==> src/rtl/tmr_pkg.sv <==
package tmr_pkg;

  typedef enum logic [1:0] {
    MODE_IDLE    = 2'b00,
    MODE_EVENT   = 2'b01,
    MODE_TIMER   = 2'b10,
    MODE_CAPTURE = 2'b11
  } tmr_mode_e;

  // Strobes from control to datapath, one set per timer
  typedef struct packed {
    logic load;     // take preload value
    logic inc;      // count one step
    logic flagClr;  // clear overflow flag
  } tmr_strobe_t;

endpackage

==> src/rtl/tmr_ctrl.sv <==
module tmr_ctrl
  import tmr_pkg::*;
#(
  parameter int PSC_W = 3
) (
  input  logic        clk,
  input  logic        rstN,
  input  logic        cfgWr,
  input  logic [1:0]  cfgMode,
  input  logic        cfgEdge,
  input  logic [PSC_W-1:0] cfgPsc,
  input  logic        cfgEn,
  input  logic        pin,
  input  logic        flagClr,
  output tmr_strobe_t strobe,
  output logic        enOut
);

  localparam int PDIV_W = (1 << PSC_W) - 1;

  tmr_mode_e         modeQ;
  logic              edgeQ;
  logic [PSC_W-1:0]  pscQ;
  logic              enQ;
  logic [1:0]        syncQ;
  logic              prevQ;
  logic [PDIV_W-1:0] pscCnt;
  logic [PDIV_W-1:0] pscMask;
  logic              inPulse;

  logic rise, fall, tick, startEdge, stopEdge, evtEdge, capStop;

  // configuration register with automatic enable clear in capture mode
  always_ff @(posedge clk or negedge rstN) begin
    if (!rstN) begin
      modeQ <= MODE_IDLE;
      edgeQ <= 1'b0;
      pscQ  <= '0;
      enQ   <= 1'b0;
    end else if (cfgWr) begin
      modeQ <= tmr_mode_e'(cfgMode);
      edgeQ <= cfgEdge;
      pscQ  <= cfgPsc;
      enQ   <= cfgEn;
    end else if (capStop) begin
      enQ   <= 1'b0;
    end
  end

  // two-flop synchroniser plus history flop for edge detection
  always_ff @(posedge clk or negedge rstN) begin
    if (!rstN) begin
      syncQ <= '0;
      prevQ <= 1'b0;
    end else begin
      syncQ <= {syncQ[0], pin};
      prevQ <= syncQ[1];
    end
  end

  assign rise = syncQ[1] & ~prevQ;
  assign fall = ~syncQ[1] & prevQ;
  assign evtEdge   = edgeQ ? fall : rise;
  assign startEdge = edgeQ ? rise : fall;
  assign stopEdge  = edgeQ ? fall : rise;

  // prescaler: restarts on every write and while disabled
  always_ff @(posedge clk or negedge rstN) begin
    if (!rstN)             pscCnt <= '0;
    else if (!enQ || cfgWr) pscCnt <= '0;
    else                   pscCnt <= pscCnt + 1'b1;
  end

  always_comb begin
    pscMask = '0;
    for (int k = 0; k < PDIV_W; k++) pscMask[k] = (k < int'(pscQ));
  end

  assign tick = &(pscCnt | ~pscMask);

  // capture phase tracking
  assign capStop = !cfgWr && enQ && (modeQ == MODE_CAPTURE) && inPulse && stopEdge;

  always_ff @(posedge clk or negedge rstN) begin
    if (!rstN) inPulse <= 1'b0;
    else if (cfgWr || !enQ || modeQ != MODE_CAPTURE) inPulse <= 1'b0;
    else if (!inPulse && startEdge) inPulse <= 1'b1;
    else if (inPulse && stopEdge)   inPulse <= 1'b0;
  end

  always_comb begin
    strobe.load    = cfgWr && cfgEn && !enQ;
    strobe.flagClr = flagClr;
    strobe.inc     = 1'b0;
    if (!cfgWr && enQ) begin
      unique case (modeQ)
        MODE_EVENT:   strobe.inc = evtEdge;
        MODE_TIMER:   strobe.inc = tick;
        MODE_CAPTURE: strobe.inc = inPulse && tick;
        default:      strobe.inc = 1'b0;
      endcase
    end
  end

  assign enOut = enQ;

endmodule

==> src/rtl/tmr_dp.sv <==
module tmr_dp
  import tmr_pkg::*;
#(
  parameter int CNT_W = 8
) (
  input  logic             clk,
  input  logic             rstN,
  input  tmr_strobe_t      strobe,
  input  logic [CNT_W-1:0] preload,
  output logic [CNT_W-1:0] cntOut,
  output logic             flagOut,
  output logic             ovfPulse
);

  logic [CNT_W-1:0] cntQ;
  logic             flagQ;

  assign ovfPulse = strobe.inc && (&cntQ);

  always_ff @(posedge clk or negedge rstN) begin
    if (!rstN)                       cntQ <= '0;
    else if (strobe.load || ovfPulse) cntQ <= preload;
    else if (strobe.inc)             cntQ <= cntQ + 1'b1;
  end

  // set dominates clear
  always_ff @(posedge clk or negedge rstN) begin
    if (!rstN)               flagQ <= 1'b0;
    else if (ovfPulse)       flagQ <= 1'b1;
    else if (strobe.flagClr) flagQ <= 1'b0;
  end

  assign cntOut  = cntQ;
  assign flagOut = flagQ;

endmodule

==> src/rtl/dual_timer_pfd.sv <==
module dual_timer_pfd
  import tmr_pkg::*;
#(
  parameter int CNT_W = 8,
  parameter int PSC_W = 3,
  localparam int NT   = 2
) (
  input  logic                      clk,
  input  logic                      rstN,
  input  logic [NT-1:0]             cfgWr,
  input  logic [NT-1:0][1:0]        cfgMode,
  input  logic [NT-1:0]             cfgEdge,
  input  logic [NT-1:0][PSC_W-1:0]  cfgPsc,
  input  logic [NT-1:0]             cfgEn,
  input  logic [NT-1:0][CNT_W-1:0]  preload,
  input  logic [NT-1:0]             extPin,
  input  logic [NT-1:0]             flagClr,
  input  logic                      pfdSel,
  output logic [NT-1:0][CNT_W-1:0]  count,
  output logic [NT-1:0]             ovfFlag,
  output logic [NT-1:0]             tmrEn,
  output logic                      pfdOut
);

  logic [NT-1:0] ovfPulse;

  for (genvar g = 0; g < NT; g++) begin : g_tmr
    tmr_strobe_t strobe;

    tmr_ctrl #(.PSC_W(PSC_W)) u_ctrl (
      .clk     (clk),
      .rstN    (rstN),
      .cfgWr   (cfgWr[g]),
      .cfgMode (cfgMode[g]),
      .cfgEdge (cfgEdge[g]),
      .cfgPsc  (cfgPsc[g]),
      .cfgEn   (cfgEn[g]),
      .pin     (extPin[g]),
      .flagClr (flagClr[g]),
      .strobe  (strobe),
      .enOut   (tmrEn[g])
    );

    tmr_dp #(.CNT_W(CNT_W)) u_dp (
      .clk      (clk),
      .rstN     (rstN),
      .strobe   (strobe),
      .preload  (preload[g]),
      .cntOut   (count[g]),
      .flagOut  (ovfFlag[g]),
      .ovfPulse (ovfPulse[g])
    );
  end

  always_ff @(posedge clk or negedge rstN) begin
    if (!rstN)                 pfdOut <= 1'b0;
    else if (ovfPulse[pfdSel]) pfdOut <= ~pfdOut;
  end

endmodule

==> config.mk <==
export PLATFORM = sky130hd
export DESIGN_NAME = dual_timer_pfd
export DESIGN_NICKNAME = d
export VERILOG_FILES = /design/src/rtl/tmr_pkg.sv /design/src/rtl/tmr_ctrl.sv /design/src/rtl/tmr_dp.sv /design/src/rtl/dual_timer_pfd.sv
export SDC_FILE = /design/constraint.sdc
export NUM_CORES = 1
export LEC_CHECK = 0
export ABC_AREA = 0
export CORE_MARGIN = 5
export CORE_UTILIZATION = 55
export DETAILED_ROUTE_END_ITERATION = 8
export PLACE_DENSITY = 0.85
export SLEW_MARGIN = 20
export SYNTH_ARGS = -nofsm -noshare
export SYNTH_HDL_FRONTEND = slang
export SYNTH_SLANG_ARGS = --single-unit
==> constraint.sdc <==
create_clock -name clk -period 4.35 [get_ports clk]
set_input_delay 0.87 -clock clk [delete_from_list [all_inputs] [get_ports clk]]
set_output_delay 0.87 -clock clk [all_outputs]
set_load 0.005 [all_outputs]
-- Yosys cells after proc, flatten, opt, wreduce, memory -nomap -nowiden
Index checks and enable logic that the tools add are counted.
- output and inout port bits: 21
- logic and storage cells: 135
- input bits: 39
- bits in registers: 55
- reductions and logical operators: 44
- magnitude comparators: 15
- multiplexer cells: 30
- eq/ne operators: 8
- bitwise logic cells: 13
- add/subtract/negate cells: 4
- operator list (cell ; count):
    8-bit 2-to-1 mux ; 4
    1-bit 2-to-1 mux ; 22
    1-bit logical AND ; 20
    3-bit less-than comparator (first input constant) ; 6
    8-bit by 1-bit adder with 8-bit output (second input constant) ; 2
    8-bit AND reduction ; 2
    7-bit by 1-bit adder with 7-bit output (second input constant) ; 2
    7-bit 2-to-1 mux ; 2
    7-bit inverter ; 2
    7-bit OR ; 2
    7-bit AND reduction ; 2
    1-bit by 3-bit less-than comparator with 1-bit output (first input constant) ; 4
    2-bit by 3-bit less-than comparator with 1-bit output (first input constant) ; 4
    2-bit nonzero test ; 6
    2-bit equality test (second input constant) ; 4
    1-bit zero test ; 6
    1-bit logical OR ; 6
    1-bit case mux with 3 select lines ; 2
    3-bit nonzero test ; 2
    1-bit inverter ; 5
    1-bit AND ; 4
    2-bit by 1-bit equality test with 1-bit output (second input constant) ; 2
    2-bit != test (second input constant) ; 2
    1-bit by 2-bit less-than comparator with 1-bit output (second input constant) ; 1

-- Longest topological paths before layout
- depth in word-level cells: 10
- gate-level depth with buffers: 7
- gate-level depth less buffers: 7

-- Modules after synthesis
A second synthesis with hierarchy kept.
- cell total of the unflattened synthesis: 279
- area, all modules: 2806.4 um^2
- modules (own cells, without submodules) (module ; cells each ; times used ; area each (um^2) ; sequential area each (um^2)):
    tmr_ctrl ; 76 ; 2 ; 803.3 ; 450.4
    tmr_dp ; 62 ; 2 ; 578.1 ; 225.2
    dual_timer_pfd ; 3 ; 1 ; 43.8 ; 25.0

-- Worst setup path after synthesis
No wires, ideal clock.
- path type: input -> register
- from: in cfgWr[1]
- to: reg g_tmr[1].u_dp.cntQ[3]
- path slack: 2.216 ns
- library setup time: 0.126 ns
- arrival: 2.008 ns
- data required time: 4.224 ns
- buffers on the path: 2
- stages on the path: 6
- cells stage by stage: clkbuf_1 nand2b_1 buf_2 a21o_4 o21ai_4 a221o_1
- word-level cells in the longest chain between the ends: 6
- elaborated cells between the ends (all ways): 9
- classes of those cells: 2 x mux; 7 x reduce/logical
- ends and longest elaborated chain (item ; RTL line ; text):
    start: declaration ; dual_timer_pfd.sv:10 ; input logic [NT-1:0] cfgWr,
    1-bit zero test ; tmr_ctrl.sv:95 ; if (!cfgWr && enQ) begin
    1-bit logical AND ; tmr_ctrl.sv:95 ;
    1-bit 2-to-1 mux ; tmr_ctrl.sv:95 ;
    1-bit logical AND ; tmr_dp.sv:18 ; assign ovfPulse = strobe.inc && (&cntQ);
    1-bit logical OR ; tmr_dp.sv:22 ; else if (strobe.load || ovfPulse) cntQ <= preload;
    8-bit 2-to-1 mux or 2-bit nonzero test (tied branches) ; - ;
    end signal: assignment ; tmr_dp.sv:22 ;
    end signal: assignment ; tmr_dp.sv:23 ; else if (strobe.inc) cntQ <= cntQ + 1'b1;
    end: declaration ; tmr_dp.sv:15 ; logic [CNT_W-1:0] cntQ;
Parallel ways exist; a longest one is shown, timed or not.
A chain may end at the register's enable or synchronous reset.

-- Worst setup path in the final report
- from: in cfgWr[0]
- to: reg g_tmr[0].u_dp.cntQ[7]
- word-level cells in the longest chain between the ends: 6
- elaborated cells between the ends (all ways): 9
- classes of those cells: 2 x mux; 7 x reduce/logical
- ends and longest elaborated chain (item ; RTL line):
    1-bit zero test ; tmr_ctrl.sv:95
    1-bit logical AND ; tmr_ctrl.sv:95
    1-bit 2-to-1 mux ; tmr_ctrl.sv:95
    1-bit logical AND ; tmr_dp.sv:18
    1-bit logical OR ; tmr_dp.sv:22
    8-bit 2-to-1 mux or 2-bit nonzero test (tied branches) ; -
    end signal: assignment ; tmr_dp.sv:22
    end signal: assignment ; tmr_dp.sv:23
    end: declaration ; tmr_dp.sv:15
Parallel ways exist; a longest one is shown, timed or not.

==> metrics <==
Area Overhead vs Synth 27.2%; multi-input logic area about 1300 um2; Period minus WS final 2.72 ns; fillers 380; worst min path class reg2reg; Power Total ~1.2 mW; dpl ws 1.32 ns; H-tree depth 2; Synth top area share 0.491; placed cells 395; Nets 375; # DRC 0; Synth Net Count ~320; Port Buf Inserts slightly below 60; Resize count post-CTS 0; PD cells ~350 nW/um2; crit path DAT roughly 3.0 ns; top-count cell post-synth dfrtp_1; Final ANT Viol Nets 0; storage element area approximately 1400 um2; critical path fanouts, max 15; Syn Std Cell Area ~2800 um2; worst-skew pair later-pin latency 0.31 ns; postcts setup bufs 0; HPWL Detailed 4540 um; IO Pins 60; Slew @ Worst Pin between 0.6 and 0.7 ns; ANT cells 0; hold worst-path end g_tmr[0].u_ctrl.syncQ[1]; total grt overflow 0; path depth of the worst reg2reg path 7; Pins Over Slew Limit 0; synth unique cells 58; final cell count without fillers between 400 and 500; initial antenna violation count 0; M3 GR Usage 0.0410; starting density of the core 0.556; vias in the first global route between 2000 and 2500; Yosys Warn Count 0; num rows 26; cts hold-fix bufs 0; most used routing layer met2; Reg2Reg Launch Point g_tmr[0].u_dp.cntOut[0]; clock sink count 55; final setup margin between 1.5 and 2 ns; status finished, final reports clean; DR iter-0 viols roughly 130; Worst R2R Setup Slack roughly 2.3 ns; Commonest cells post-synth dfrtp_1 (55), nand2_1 (36), nor2_1 (23); RSZ-0062 raised after global routing false; Final setup violation count 0; Final Util 0.707; clock skew roughly 0.0067 ns; Main synth FF type dfrtp_1; wire per inst approximately 15 um; kind of critical path in2reg; layout cells sized above 1 0.0961; Die Wd between 80 and 90 um; grt met1 use 0.254; sequential cell area fraction in the yosys report 0.491; Final period util 0.625; met2 Usage GRT 0.345; clock-pin slew on the worst setup and hold paths 0.09 ns; drt via density 5.59; Post-Syn Area per Cell just over 10 um2; Leak Pwr 1.55 nW; FF-to-FF End g_tmr[0].u_dp.cntOut[4]; Setup crit end kind flop; WL final 6080 um; first-pass iteration count of the detailed router 4; total track usage 0.200; Post-synth EDFFs 0; die area 6620 um2; via count between 2000 and 2500; CTS tree yes; Slew headroom 0.557; Hold Path Cell Cnt 0; worst vdd ir around 0.21 mV; setup TNS 0 ns; startpoint of the worst hold path g_tmr[0].u_ctrl.syncQ[0]; top cell type by total area after synthesis dfrtp_1; startpoint types primary input; Synth async-reset ratio 1.00; total of max-cap violations 0; post-synthesis register bit count 55; maximum clock frequency ~0.37 GHz; Hold Violations, Final 0; die height 81.4 um; Area contributors post-synth dfrtp_1 (49%), nand2_1 (4.8%), xor2_1 (4.1%), mux2_2 (3.2%), nor2_1 (3.1%); first-pass GRT wire length between 10000 and 15000 um; CTS root buf clkbuf_8; Cells after Synth about 280; Critical Path RT between 4 and 5 ns; largest net degree at the start of global routing 56; Core Box Area 5040 um2; Clock Path Buffers 2; RePlAce Congestion 0.856; TritonCTS buffer count 5
## worst max-delay path by stage
stage              from                       to  cells after the start
6_report       cfgWr[0]  g_tmr[0].u_dp.cntOut[7]                      5
4_1_cts        cfgWr[0]  g_tmr[0].u_dp.cntOut[7]                      5
5_1_grt        cfgWr[0]  g_tmr[0].u_dp.cntOut[7]                      5
3_5_place_dp   cfgWr[0]  g_tmr[0].u_dp.cntOut[7]                      5
2_1_floorplan  cfgWr[1]  g_tmr[1].u_dp.cntOut[3]                      6
3_3_place_gp   cfgWr[0]  g_tmr[0].u_dp.cntOut[7]                      5
## state kept, by name, summed over array words and instances (netlist names)
| signal | cells |
|---|---|
| g_tmr.u_ctrl.enOut | 2 |
| g_tmr.u_ctrl.syncQ | 4 |
| g_tmr.u_ctrl.pscCnt | 14 |
| g_tmr.u_dp.cntOut | 16 |
| g_tmr.u_ctrl.pscQ | 6 |
| g_tmr.u_ctrl.prevQ | 2 |
| pfdOut | 1 |
| g_tmr.u_ctrl.modeQ | 4 |
| g_tmr.u_ctrl.inPulse | 2 |
| g_tmr.u_ctrl.edgeQ | 2 |
| g_tmr.u_dp.flagOut | 2 |
## through the flow
step                hold slack [ns]  instance area (um2)
global placement              0.332                 3430
detailed placement            0.335                 3430
floorplan                     0.331                 2800
global route                  0.368                 3560
finish                        0.356                 3560
CTS                           0.357                 3560
## worst max-delay path: stages
cell	delay, ns
clkdlybuf4s50_1	0.61
nand2b_1	0.45
or2_1	0.50
or3_1	0.42
o211ai_1	0.09
## logic make-up after synthesis
group,Yosys count,synth area share
adders and majority gates,4,0.0179
muxes,11,0.0429
AOI/OAI and AO/OA,50,0.150
DFF,55,0.491
xor gates and xnor gates,15,0.0469
and+or+nand+nor,120,0.218
buffers and inverters,20,0.0331
## power by group
part	total, mW	switching, mW	internal (mW)
Combinational	0.231	0.0911	0.140
Clock	0.394	0.164	0.229
Sequential	0.615	0.0580	0.557
Total	1.24	0.313	0.927
## layout by cell type (no fill, tap or decap), types with 4 or more instances in the layout
cell,count
a221o_1,4
dfrtp_1,55
inv_1,10
o211ai_1,6
nand3_1,17
nand2_1,36
o21ai_0,5
ha_1,4
clkbuf_8,5
mux2_2,8
a21oi_1,6
and3_1,7
nor2b_1,6
nor2_1,23
xor2_1,13
clkdlybuf4s50_1,58
## per-layer routing
metal / vias to the layer above / part of all wire
met5: - / 0
li1: 1084 / -
met1: 1098 / 0.43
met3: 11 / 0.053
met2: 59 / 0.50
met4: 0 / 0.013
## layout make-up
type,count,share of cell area
Multi-Input combinational cell,200,0.374
Inverter,10,0.0105
Tap cell,70,0.0246
Clock buffer,5,0.0193
Timing Repair Buffer,60,0.166
Sequential cell,55,0.386
Clock inverter,3,0.0190
Power figures use the tool's default switching activity.
